===== config.mk =====
export PLATFORM = sky130hd
export DESIGN_NAME = prg_bank_window
export DESIGN_NICKNAME = d
export VERILOG_FILES = /design/src/rtl/prg_bank_pkg.sv /design/src/rtl/prg_rst_sync.sv /design/src/rtl/prg_bank_regs.sv /design/src/rtl/prg_window_map.sv /design/src/rtl/prg_bank_window.sv
export SDC_FILE = /design/constraint.sdc
export NUM_CORES = 1
export LEC_CHECK = 0
export ABC_CLOCK_PERIOD_IN_PS = 1500
export BUFFER_PORTS_ARGS = -buffer_cell sky130_fd_sc_hd__buf_4
export CORE_ASPECT_RATIO = 1.75
export CORE_MARGIN = 1
export CORE_UTILIZATION = 25
export CTS_BUF_LIST = sky130_fd_sc_hd__clkbuf_8 sky130_fd_sc_hd__clkbuf_16
export DETAILED_ROUTE_END_ITERATION = 8
export SKIP_CTS_REPAIR_TIMING = 1
export SYNTH_ARGS = -nofsm -noshare
export SYNTH_HDL_FRONTEND = slang
export SYNTH_SLANG_ARGS = --single-unit

===== constraint.sdc =====
create_clock -name clk -period 1.5 [get_ports clk]
set_input_delay 0.075 -clock clk [delete_from_list [all_inputs] [get_ports clk]]
set_output_delay 0.075 -clock clk [all_outputs]
set_load 0.05 [all_outputs]

===== src/rtl/prg_bank_pkg.sv =====
package prg_bank_pkg;

  localparam int unsigned OFFS_W   = 13;   // 8 KB window
  localparam int unsigned REG_W    = 5;    // bank register width
  localparam int unsigned CPU_AW   = 16;
  localparam int unsigned CPU_DW   = 8;

  typedef enum logic [1:0] {
    WIN_8000 = 2'd0,
    WIN_A000 = 2'd1,
    WIN_C000 = 2'd2,
    WIN_E000 = 2'd3
  } win_e;

  typedef enum logic [1:0] {
    TGT_NONE  = 2'd0,
    TGT_BANKA = 2'd1,
    TGT_BANKB = 2'd2,
    TGT_MODE  = 2'd3
  } wr_tgt_e;

  typedef struct packed {
    logic [REG_W-1:0] bank_a;
    logic [REG_W-1:0] bank_b;
    logic             swap;
  } bank_state_t;

endpackage


===== src/rtl/prg_rst_sync.sv =====
module prg_rst_sync #(
  parameter int unsigned STAGES = 2
) (
  input  logic clk,
  input  logic rst_n,
  output logic rst_n_sync
);

  logic [STAGES-1:0] sync_q;
  logic [STAGES-1:0] sync_d;

  always_comb begin
    sync_d = {sync_q[STAGES-2:0], 1'b1};
  end

  always_ff @(posedge clk or negedge rst_n) begin
    if (!rst_n) sync_q <= '0;
    else        sync_q <= sync_d;
  end

  assign rst_n_sync = sync_q[STAGES-1];

endmodule


===== src/rtl/prg_bank_regs.sv =====
module prg_bank_regs
  import prg_bank_pkg::*;
(
  input  logic              clk,
  input  logic              rst_n,
  input  logic              rst_n_sync,
  input  logic [CPU_AW-1:0] cpu_addr,
  input  logic              cpu_wr,
  input  logic [CPU_DW-1:0] cpu_wdata,
  output bank_state_t       state
);

  localparam logic [CPU_AW-3:0] ADDR_BANKA = 14'h2000; // 0x8000..0x8003
  localparam logic [CPU_AW-3:0] ADDR_BANKB = 14'h2800; // 0xA000..0xA003
  localparam logic [CPU_AW-2:0] ADDR_MODE  = 15'h4801; // 0x9002..0x9003

  wr_tgt_e     tgt;
  logic        wr_ok;
  bank_state_t state_d;
  bank_state_t state_q;

  always_comb begin
    if (cpu_addr[CPU_AW-1:2] == ADDR_BANKA)      tgt = TGT_BANKA;
    else if (cpu_addr[CPU_AW-1:2] == ADDR_BANKB) tgt = TGT_BANKB;
    else if (cpu_addr[CPU_AW-1:1] == ADDR_MODE)  tgt = TGT_MODE;
    else                                         tgt = TGT_NONE;
  end

  assign wr_ok = cpu_wr && rst_n_sync;

  always_comb begin
    state_d = state_q;
    if (wr_ok) begin
      unique case (tgt)
        TGT_BANKA: state_d.bank_a = cpu_wdata[REG_W-1:0];
        TGT_BANKB: state_d.bank_b = cpu_wdata[REG_W-1:0];
        TGT_MODE:  state_d.swap   = cpu_wdata[1];
        default:   state_d        = state_q;
      endcase
    end
  end

  always_ff @(posedge clk or negedge rst_n) begin
    if (!rst_n) state_q <= '0;
    else        state_q <= state_d;
  end

  assign state = state_q;


  bank_a_load_chk: assert property (@(posedge clk) disable iff (!rst_n_sync)
    (cpu_wr && cpu_addr[15:2] == 14'h2000) |=> state_q.bank_a == $past(cpu_wdata[4:0]));

  bank_b_load_chk: assert property (@(posedge clk) disable iff (!rst_n_sync)
    (cpu_wr && cpu_addr[15:2] == 14'h2800) |=> state_q.bank_b == $past(cpu_wdata[4:0]));

  mode_load_chk: assert property (@(posedge clk) disable iff (!rst_n_sync)
    (cpu_wr && (cpu_addr == 16'h9002 || cpu_addr == 16'h9003)) |=> state_q.swap == $past(cpu_wdata[1]));

  miss_stable_chk: assert property (@(posedge clk) disable iff (!rst_n_sync)
    (!cpu_wr || (cpu_addr[15:2] != 14'h2000 && cpu_addr[15:2] != 14'h2800 &&
                 cpu_addr != 16'h9002 && cpu_addr != 16'h9003)) |=> $stable(state_q));

endmodule


===== src/rtl/prg_window_map.sv =====
module prg_window_map
  import prg_bank_pkg::*;
#(
  parameter int unsigned BANK_COUNT = 16,
  localparam int unsigned BIDX_W    = $clog2(BANK_COUNT),
  localparam int unsigned ROM_W     = BIDX_W + OFFS_W
) (
  input  logic              clk,
  input  logic              rst_n_sync,
  input  logic [CPU_AW-1:0] cpu_addr,
  input  bank_state_t       state,
  output logic [ROM_W-1:0]  rom_addr
);

  localparam logic [BIDX_W-1:0] BANK_LAST = BIDX_W'(BANK_COUNT - 1);
  localparam logic [BIDX_W-1:0] BANK_PEN  = BIDX_W'(BANK_COUNT - 2);

  logic [BIDX_W-1:0] idx_a;
  logic [BIDX_W-1:0] idx_b;
  logic [BIDX_W-1:0] bank_sel;
  win_e              win;

  // Wrap register values onto the available bank count
  generate
    if (BIDX_W <= REG_W) begin : g_trunc
      assign idx_a = state.bank_a[BIDX_W-1:0];
      assign idx_b = state.bank_b[BIDX_W-1:0];
    end else begin : g_ext
      assign idx_a = BIDX_W'(state.bank_a);
      assign idx_b = BIDX_W'(state.bank_b);
    end
  endgenerate

  assign win = win_e'(cpu_addr[14:13]);

  always_comb begin
    unique case (win)
      WIN_8000: bank_sel = state.swap ? BANK_PEN : idx_a;
      WIN_A000: bank_sel = idx_b;
      WIN_C000: bank_sel = state.swap ? idx_a : BANK_PEN;
      default:  bank_sel = BANK_LAST;
    endcase
  end

  always_comb begin
    if (cpu_addr[15]) rom_addr = {bank_sel, cpu_addr[OFFS_W-1:0]};
    else              rom_addr = '0;
  end


  offset_pass_chk: assert property (@(posedge clk) disable iff (!rst_n_sync)
    cpu_addr[15] |-> rom_addr[12:0] == cpu_addr[12:0]);

  last_window_chk: assert property (@(posedge clk) disable iff (!rst_n_sync)
    (cpu_addr[15:13] == 3'b111) |-> rom_addr[ROM_W-1:OFFS_W] == BANK_LAST);

  low_region_chk: assert property (@(posedge clk) disable iff (!rst_n_sync)
    !cpu_addr[15] |-> rom_addr == '0);

endmodule


===== src/rtl/prg_bank_window.sv =====
module prg_bank_window
  import prg_bank_pkg::*;
#(
  parameter int unsigned BANK_COUNT = 16,
  localparam int unsigned ROM_W     = $clog2(BANK_COUNT) + OFFS_W
) (
  input  logic              clk,
  input  logic              rst_n,
  input  logic [15:0]       cpu_addr,
  input  logic              cpu_wr,
  input  logic [7:0]        cpu_wdata,
  output logic [ROM_W-1:0]  rom_addr
);

  logic        rst_n_sync;
  bank_state_t state;

  prg_rst_sync #(.STAGES(2)) i_rst_sync (
    .clk        (clk),
    .rst_n      (rst_n),
    .rst_n_sync (rst_n_sync)
  );

  prg_bank_regs i_regs (
    .clk        (clk),
    .rst_n      (rst_n),
    .rst_n_sync (rst_n_sync),
    .cpu_addr   (cpu_addr),
    .cpu_wr     (cpu_wr),
    .cpu_wdata  (cpu_wdata),
    .state      (state)
  );

  prg_window_map #(.BANK_COUNT(BANK_COUNT)) i_map (
    .clk        (clk),
    .rst_n_sync (rst_n_sync),
    .cpu_addr   (cpu_addr),
    .state      (state),
    .rom_addr   (rom_addr)
  );

endmodule


# [Word-level counts from Yosys, hierarchy flattened]
# Index checks and enable logic that the tools add are counted.
[totals] register_bits=11 in_bits=27 output_inout_bits=17
[op_classes] n_eq_ne=8 n_mux=7 reduce_logical=5
[ops] cell="14-bit == test, second input constant" n=2
[ops] cell="17-bit two-way mux" n=1
[ops] cell="15-bit == test, second input constant" n=1
[ops] cell="4-bit case mux with 3 select lines" n=1
[ops] cell="4-bit two-way mux" n=2
[ops] cell="2-bit == test, second input constant" n=3
[ops] cell="2-bit two-way mux" n=3
[ops] cell="2-bit AND reduction" n=3
[ops] cell="2-bit by 1-bit == test with 1-bit output, second input constant" n=2
[ops] cell="2-bit zero test" n=1
[ops] cell="1-bit logical AND" n=1

# [Longest topological paths before layout]
# Gate-level depths: netlist (run 1).
[depth] word_depth=6 mapped_depth=4

# [Modules after synthesis]
# Synthesis (run 1) repeated with hierarchy kept, for this count alone.
[hier_totals] cells_unflattened=67 area_unflattened_um2=782.0
[by_module_without_submodules] mod="prg_bank_regs" instances=1 cells_per_inst=32 area_per_inst_um2=506.7 seq_area_each_um2=275.3
[by_module_without_submodules] mod="prg_window_map" instances=1 cells_per_inst=32 area_per_inst_um2=221.5 seq_area_each_um2=0.0
[by_module_without_submodules] mod="prg_rst_sync" instances=1 cells_per_inst=3 area_per_inst_um2=53.8 seq_area_each_um2=50.0

# [Worst setup path after synthesis (run 1)]
# OpenSTA, ideal clock, no wires.
[synth_timing] path_type="reg2out" from="register i_regs.state_q, in the netlist i_regs.state[0]" to="output port rom_addr[13]" arrival_ps=1438 t_required_ps=1425 slack_ps=-13 stages_incl_launch_ff=4 n_path_buf=0 cell_sequence="dfrtp_1 nor4b_1 a221oi_1 nor2b_1"
[synth_between] elab_chain_len=3 elab_cells_between_ends=4 classes_between="mux: 4"
[synth_rtl] item="from (decl)" line="prg_bank_regs.sv:20" source="bank_state_t state_q;"
[synth_rtl] item="from (signal assigned)" line="prg_bank_regs.sv:45" source="else state_q <= state_d;"
[synth_rtl] item="4-bit two-way mux, on equally long branches" line="prg_window_map.sv:40, prg_window_map.sv:38"
[synth_rtl] item="4-bit case mux with 3 select lines *" line="prg_window_map.sv:37" source="unique case (win)"
[synth_rtl] item="17-bit two-way mux *" line="prg_window_map.sv:46" source="if (cpu_addr[15]) rom_addr = {bank_sel, cpu_addr[OFFS_W-1:0]};"
[synth_rtl] item="to (decl)" line="prg_bank_window.sv:12" source="output logic [ROM_W-1:0] rom_addr"
# Mark *: on every way between the ends. The rest lies on a longest branch, timed or not.

# [Worst setup path after layout (run 1)]
[layout_timing] from="register i_rst_sync.sync_q[1]" to="register i_regs.state_q, in the netlist i_regs.state[3]"
[layout_between] elab_chain_len=2
[layout_rtl] item="from (decl)" line="prg_rst_sync.sv:9" source="logic [STAGES-1:0] sync_q;"
[layout_rtl] item="from (signal assigned)" line="prg_rst_sync.sv:18" source="else sync_q <= sync_d;"
[layout_rtl] item="1-bit logical AND" line="prg_bank_regs.sv:29" source="assign wr_ok = cpu_wr && rst_n_sync;"
[layout_rtl] item="2-bit AND reduction (no source line)"
# No other way between the ends.
# A chain may end at the register's enable or synchronous reset.

==> impl_metrics.yaml, run 1 <==
pwr:
  leakagePower_nw: 0.545
  combPwrFrac: 0.298
  p_per_area_nw_per_um2: 737
  p_sw_frac: 0.302
  power.internal_mw: 0.577
  switching_power_mw: 0.250
  p_clk_frac: 0.337
  p_seq_frac: 0.364
  vdd.ir_drop.worst_v: 0.000432
detailed_routing:
  ant_nets: 0
  vias: 657
  dr.pass1.iters: 3
  drt-wirelength-per-cell_um: 12.6
  route.detailed.drc: 0
  drt-initial-drc-count: 7
  drt_wl_total_mm: 1.68
  avgViaCountPerCell: 4.94
critical_path:
  reg2reg_depth: 5
  reg2reg_setup_slack_ps: -0.4
  reg2reg_to: "i_regs.state[3]"
  crit_start: "i_rst_sync.sync_q[1]"
  critPathLaunchType: "flop"
  worstPathArrival_ps: 1620
  path_class: "reg2reg"
  cp-endpoint: "i_regs.state[3]"
  critPathRequiredTime_ps: 1620
  reg2reg_from: "i_rst_sync.sync_q[1]"
  crit_path_end_kind: "flop"
  crit_fanout: 4
synthesis:
  synthFlopType: "dfrtp_1"
  synth-async-reset-ratio: 1.00
  ys_seq_area_frac: 0.396
  yosysTopAreaCell: "dfrtp_1"
  yosysWarnings: 0
  syn_avg_cell_area_um2: 11.0
  synth_nets: 90
  synth_edf_count: 0
  synth_top_area_frac: 0.396
  synthTopCellsByArea: "dfrtp_1 40%, mux2_2 15%, and2_1 12%"
  ys_types: 20
  synth_seq_cells: 11
  synth_common_cells: "13 x and2_1, 11 x dfrtp_1, 9 x mux2_2"
  netlist_area_um2: 696
  yosysMostFrequentCell: "and2_1"
  syn-instance-count: 63
placed_design:
  placed_cells: 127
  place.gp.congestion: 0.670
  hpwl_mm: 1.40
  dpl_cell_area_um2: 1020
  io_buffers: 39
run_status:
  violations: "negative setup slack"
  status: "finished, violations left"
global_routing:
  grtUsageTotal: 0.117
  grt_max_degree: 18
  grt_pass1_vias: 611
  overflow: 0
  grt_first_pass_wirelength_mm: 2.65
  antenna_found_initial: 0
floorplanning:
  die_h_um: 71.8
  core_um2: 2660
  rows: 25
  start_util: 0.262
  ios: 44
  die-area_um2: 3010
  die_w_um: 41.9
final_layout:
  fin_area_um2: 1120
  fillCellCount: 280
  finalNetCount: 134
  antenna_cells: 0
  area_growth_pct: 61.3
  drive_gt1_frac: 0.623
  final_cells: 133
timing:
  rsz0062_at_grt: "true"
  hold_viol: 0
  slew_violations: 0
  fin_crit_ps: 1500
  hold_ws_ps: 87.7
  fin_crit_sh: 1.00
  setup_slack_ps: -0.406
  fmaxAchievable_mhz: 666
  setup_violations: 1
  tns_ps: -0.406
  final.setup_skew_ps: 1.77
clocking:
  clkLatencyLatePin_ps: 230
  numCtsBuffers: 3
  cts_tree: "built"
  clock-sinks: 11
  clkTransAtPathRegs_ps: 50
  h-tree-depth: 1
  clockBufferDepth: 2
  root_buffer: "clkbuf_8"
worst_hold_path:
  holdCritPathClass: "in2reg"
job:
  drv_cap: 0
-- flip-flops by register name, summed over array words and instances, names as in the netlist --
| name | flops |
|---|---|
| i_rst_sync.sync_q | 2 |
| i_regs.state | 9 |
-- critical path, cell delays in order, from the launching register on --
cell and delay (ps):
dfrtp_1 310, and2_4 140, nand4_4 140, nor4b_4 280, buf_4 180, mux2_2 330
-- kinds of logic (layout without fill, tap and decap cells) --
group / Yosys count / in the layout / synth area share
simple gates: 28 / 28 / 0.327
flops: 11 / 11 / 0.396
buf+inv: 6 / 49 / 0.0324
compound gates: 8 / 8 / 0.0935
mux: 9 / 9 / 0.146
other cells: 1 / 1 / 0.00539
-- power groups by stage --
stage,sequential (mW),clock [mW],combinational [mW]
CTS,0.301,0.292,0.241
global placement,0.306,0,0.240
global route,0.301,0.309,0.261
floorplan,0.306,0,0.135
detailed placement,0.306,0,0.241
finish,0.301,0.279,0.247
-- worst min path at each step --
| stage | end | start | slack [ps] | cells past startpoint |
|---|---|---|---|---|
| floorplan | i_regs.state[0] | rst_n | -220 | 0 |
| global placement | i_regs.state[8] | rst_n | -90 | 1 |
| detailed placement | i_regs.state[9] | rst_n | -90 | 1 |
| CTS | i_regs.state[1] | rst_n | -340 | 1 |
| global route | i_regs.state[4] | cpu_wdata[3] | 80 | 2 |
| finish | i_regs.state[4] | cpu_wdata[3] | 90 | 2 |
-- placed cells by master, fill, tap and decap left out --
master,instances
nor4b_4,2
mux2_2,7
and2_4,1
dlygate4sd3_1,1
nor2b_2,1
inv_1,4
and2_1,13
nand2_1,1
o221a_2,3
nor4_1,1
clkbuf_8,3
buf_4,41
nor4b_2,1
a221oi_2,1
nand3b_1,1
nor4_4,1
dfrtp_2,1
a21oi_1,3
conb_1,1
nor3_1,4
a21o_1,1
mux2_4,2
nand4_4,1
nor4_2,1
dfrtp_1,10
-- stage by stage --
stage               power [mW]  worst slack, ps   util
floorplan                0.440             83.5      -
global placement         0.545             -106  0.384
detailed placement       0.547             -106  0.384
CTS                      0.835            -36.3  0.401
global route             0.871            -44.7  0.422
finish                   0.827           -0.406  0.422
-- final cells by class --
type | count | area (um^2) | area share
multi-input combinational | 46 | 438 | 0.390
timing repair buffer | 42 | 318 | 0.283
sequential | 11 | 277 | 0.246
clock buffer | 3 | 41.3 | 0.0368
tap | 27 | 33.8 | 0.0301
inverter | 3 | 11.3 | 0.0100
clock inverter | 1 | 3.75 | 0.00334
-- routing by layer --
metal | track usage | wire length, um
met1 | 0.108 | 546
met2 | 0.214 | 896
met3 | 0.0302 | 189
met4 | 0.0860 | 47
met5 | 0 | 0
(Power assumes the default switching activity.)
==> run 2: changes to the inputs <==
--- a/config.mk
+++ b/config.mk
@@ -7,11 +7,11 @@
 export LEC_CHECK = 0
 export ABC_CLOCK_PERIOD_IN_PS = 1500
 export BUFFER_PORTS_ARGS = -buffer_cell sky130_fd_sc_hd__buf_4
-export CORE_ASPECT_RATIO = 1.75
 export CORE_MARGIN = 1
-export CORE_UTILIZATION = 25
+export CORE_UTILIZATION = 37
 export CTS_BUF_LIST = sky130_fd_sc_hd__clkbuf_8 sky130_fd_sc_hd__clkbuf_16
 export DETAILED_ROUTE_END_ITERATION = 8
+export PLACE_DENSITY = 0.74
 export SKIP_CTS_REPAIR_TIMING = 1
 export SYNTH_ARGS = -nofsm -noshare
 export SYNTH_HDL_FRONTEND = slang
==> impl_metrics.yaml, run 2 (synthesis gave the netlist of run 1 again) <==
global_routing:
  grt_max_degree: 18
  antenna_found_initial: 0
  grt_first_pass_wirelength_mm: 2.19
  grtUsageTotal: 0.152
  overflow: 0
  grt_pass1_vias: 494
clocking:
  root_buffer: "clkbuf_8"
  numCtsBuffers: 3
  cts_tree: "built"
  clkTransAtPathRegs_ps: 50
  clkLatencyLatePin_ps: 230
  clockBufferDepth: 2
  h-tree-depth: 1
  clock-sinks: 11
timing:
  fin_crit_sh: 0.986
  slew_violations: 0
  final.setup_skew_ps: 0.982
  rsz0062_at_grt: "true"
  setup_violations: 0
  fmaxAchievable_mhz: 676
  tns_ps: 0
  hold_viol: 0
  fin_crit_ps: 1480
final_layout:
  antenna_cells: 0
  postLayoutCoreUtil: 0.649
  mostFrequentLayoutCell: "buf_4"
  largest_register_ffs: 9
  drive_gt1_frac: 0.632
  final_cell_mix: "41 x buf_4, 13 x and2_1, 10 x dfrtp_1"
  area_growth_pct: 62.8
  finalNetCount: 134
detailed_routing:
  dr.pass1.iters: 2
  vias: 648
  drt-wirelength-per-cell_um: 12.8
  drt-initial-drc-count: 8
  drt_wl_total_mm: 1.68
  ant_nets: 0
  avgViaCountPerCell: 4.95
  route.detailed.drc: 0
pwr:
  leakagePower_nw: 0.547
  p_per_area_nw_per_um2: 732
  vdd.ir_drop.worst_v: 0.000543
floorplanning:
  die-area_um2: 2060
  rows: 15
  die_w_um: 45.4
  core_um2: 1750
  die_h_um: 45.4
  ios: 44
  start_util: 0.399
worst_hold_path:
  min_from: "cpu_wdata[0]"
  holdCritPathClass: "in2reg"
critical_path:
  critPathTopFamily: "simple AND/OR/NAND/NOR gates"
  cp_cell_sequence: "and2_4, nand4_4, nor4b_4, buf_4, mux2_4"
  worstPathArrival_ps: 1590
  crit_fanout: 4
  crit_path_end_kind: "flop"
  cpPeakStageDelay_ps: 320
  cp_slowest_cell: "dfrtp_1"
  reg2reg_from: "i_rst_sync.sync_q[1]"
  path_class: "reg2reg"
  crit_start: "i_rst_sync.sync_q[1]"
  critPathRequiredTime_ps: 1610
  critPathLaunchType: "flop"
  critPathBufInv: 1
placed_design:
  io_buffers: 39
  hpwl_mm: 1.27
  place.gp.congestion: 0.728
job:
  drv_cap: 0
run_status:
  status: "completed"
## run 2: cell types whose count changed in the layout (fill, tap and decap cells not counted)
| cell | before | now |
|---|---|---|
| mux2_2 | 7 | 5 |
| nor3_2 | 0 | 1 |
| mux2_4 | 2 | 4 |
| nor3_1 | 4 | 3 |
## run 2: final timing paths
check	endpoint	slack, ps	cells past startpoint
max in group asynchronous	i_regs.state[0]	1090	2
worst min register to register	i_rst_sync.sync_q[1]	340	0
min in group asynchronous	i_regs.state[4]	250	2
worst max register to register	i_regs.state[3]	20	5
worst max-delay path	i_regs.state[3]	20	5
worst min-delay path	i_regs.state[1]	90	2
## run 2: layout make-up
| type | count | area, um^2 |
|---|---|---|
| multi-input combinational | 46 | 450 |
| fill | 147 | 613 |
| timing repair buffer | 42 | 318 |
| clock inverter | 1 | 3.75 |
| tap | 25 | 31.3 |
| inverter | 3 | 11.3 |
| sequential | 11 | 277 |
| clock buffer | 3 | 41.3 |
## run 2: worst reg2reg max path: stages (launching register included)
cell and delay (ps):
dfrtp_1 320, and2_4 140, nand4_4 130, nor4b_4 270
buf_4 190, mux2_4 310
## run 2: layer usage
metal  up-vias  share of wire  track usage
met1       301           0.39        0.172
met2        31           0.51        0.270
met5         -              0            0
met3         4          0.076       0.0200
li1        312              -            -
met4         0          0.020       0.0909
## run 2: power breakdown
part | internal (mW) | total, mW | switching, mW | leakage [nW]
logic | 0.0986 | 0.248 | 0.149 | 0.373
clock network | 0.179 | 0.280 | 0.101 | 0.0269
registers | 0.300 | 0.301 | 0.000725 | 0.147
## run 2: metrics by stage
step / total power, mW / instances / hold WS, ps / worst slack, ps / instance area (um^2)
6_report: 0.829 / 131 / 86.5 / 20.4 / 1130
4_1_cts: 0.831 / 129 / -335 / -25.0 / 1060
3_5_place_dp: 0.545 / 125 / -86.2 / -159 / 1020
5_1_grt: 0.868 / 131 / 80.4 / -39.4 / 1130
3_3_place_gp: 0.543 / 125 / -87.0 / -115 / 1020
2_1_floorplan: 0.440 / 63 / -221 / 83.5 / 698
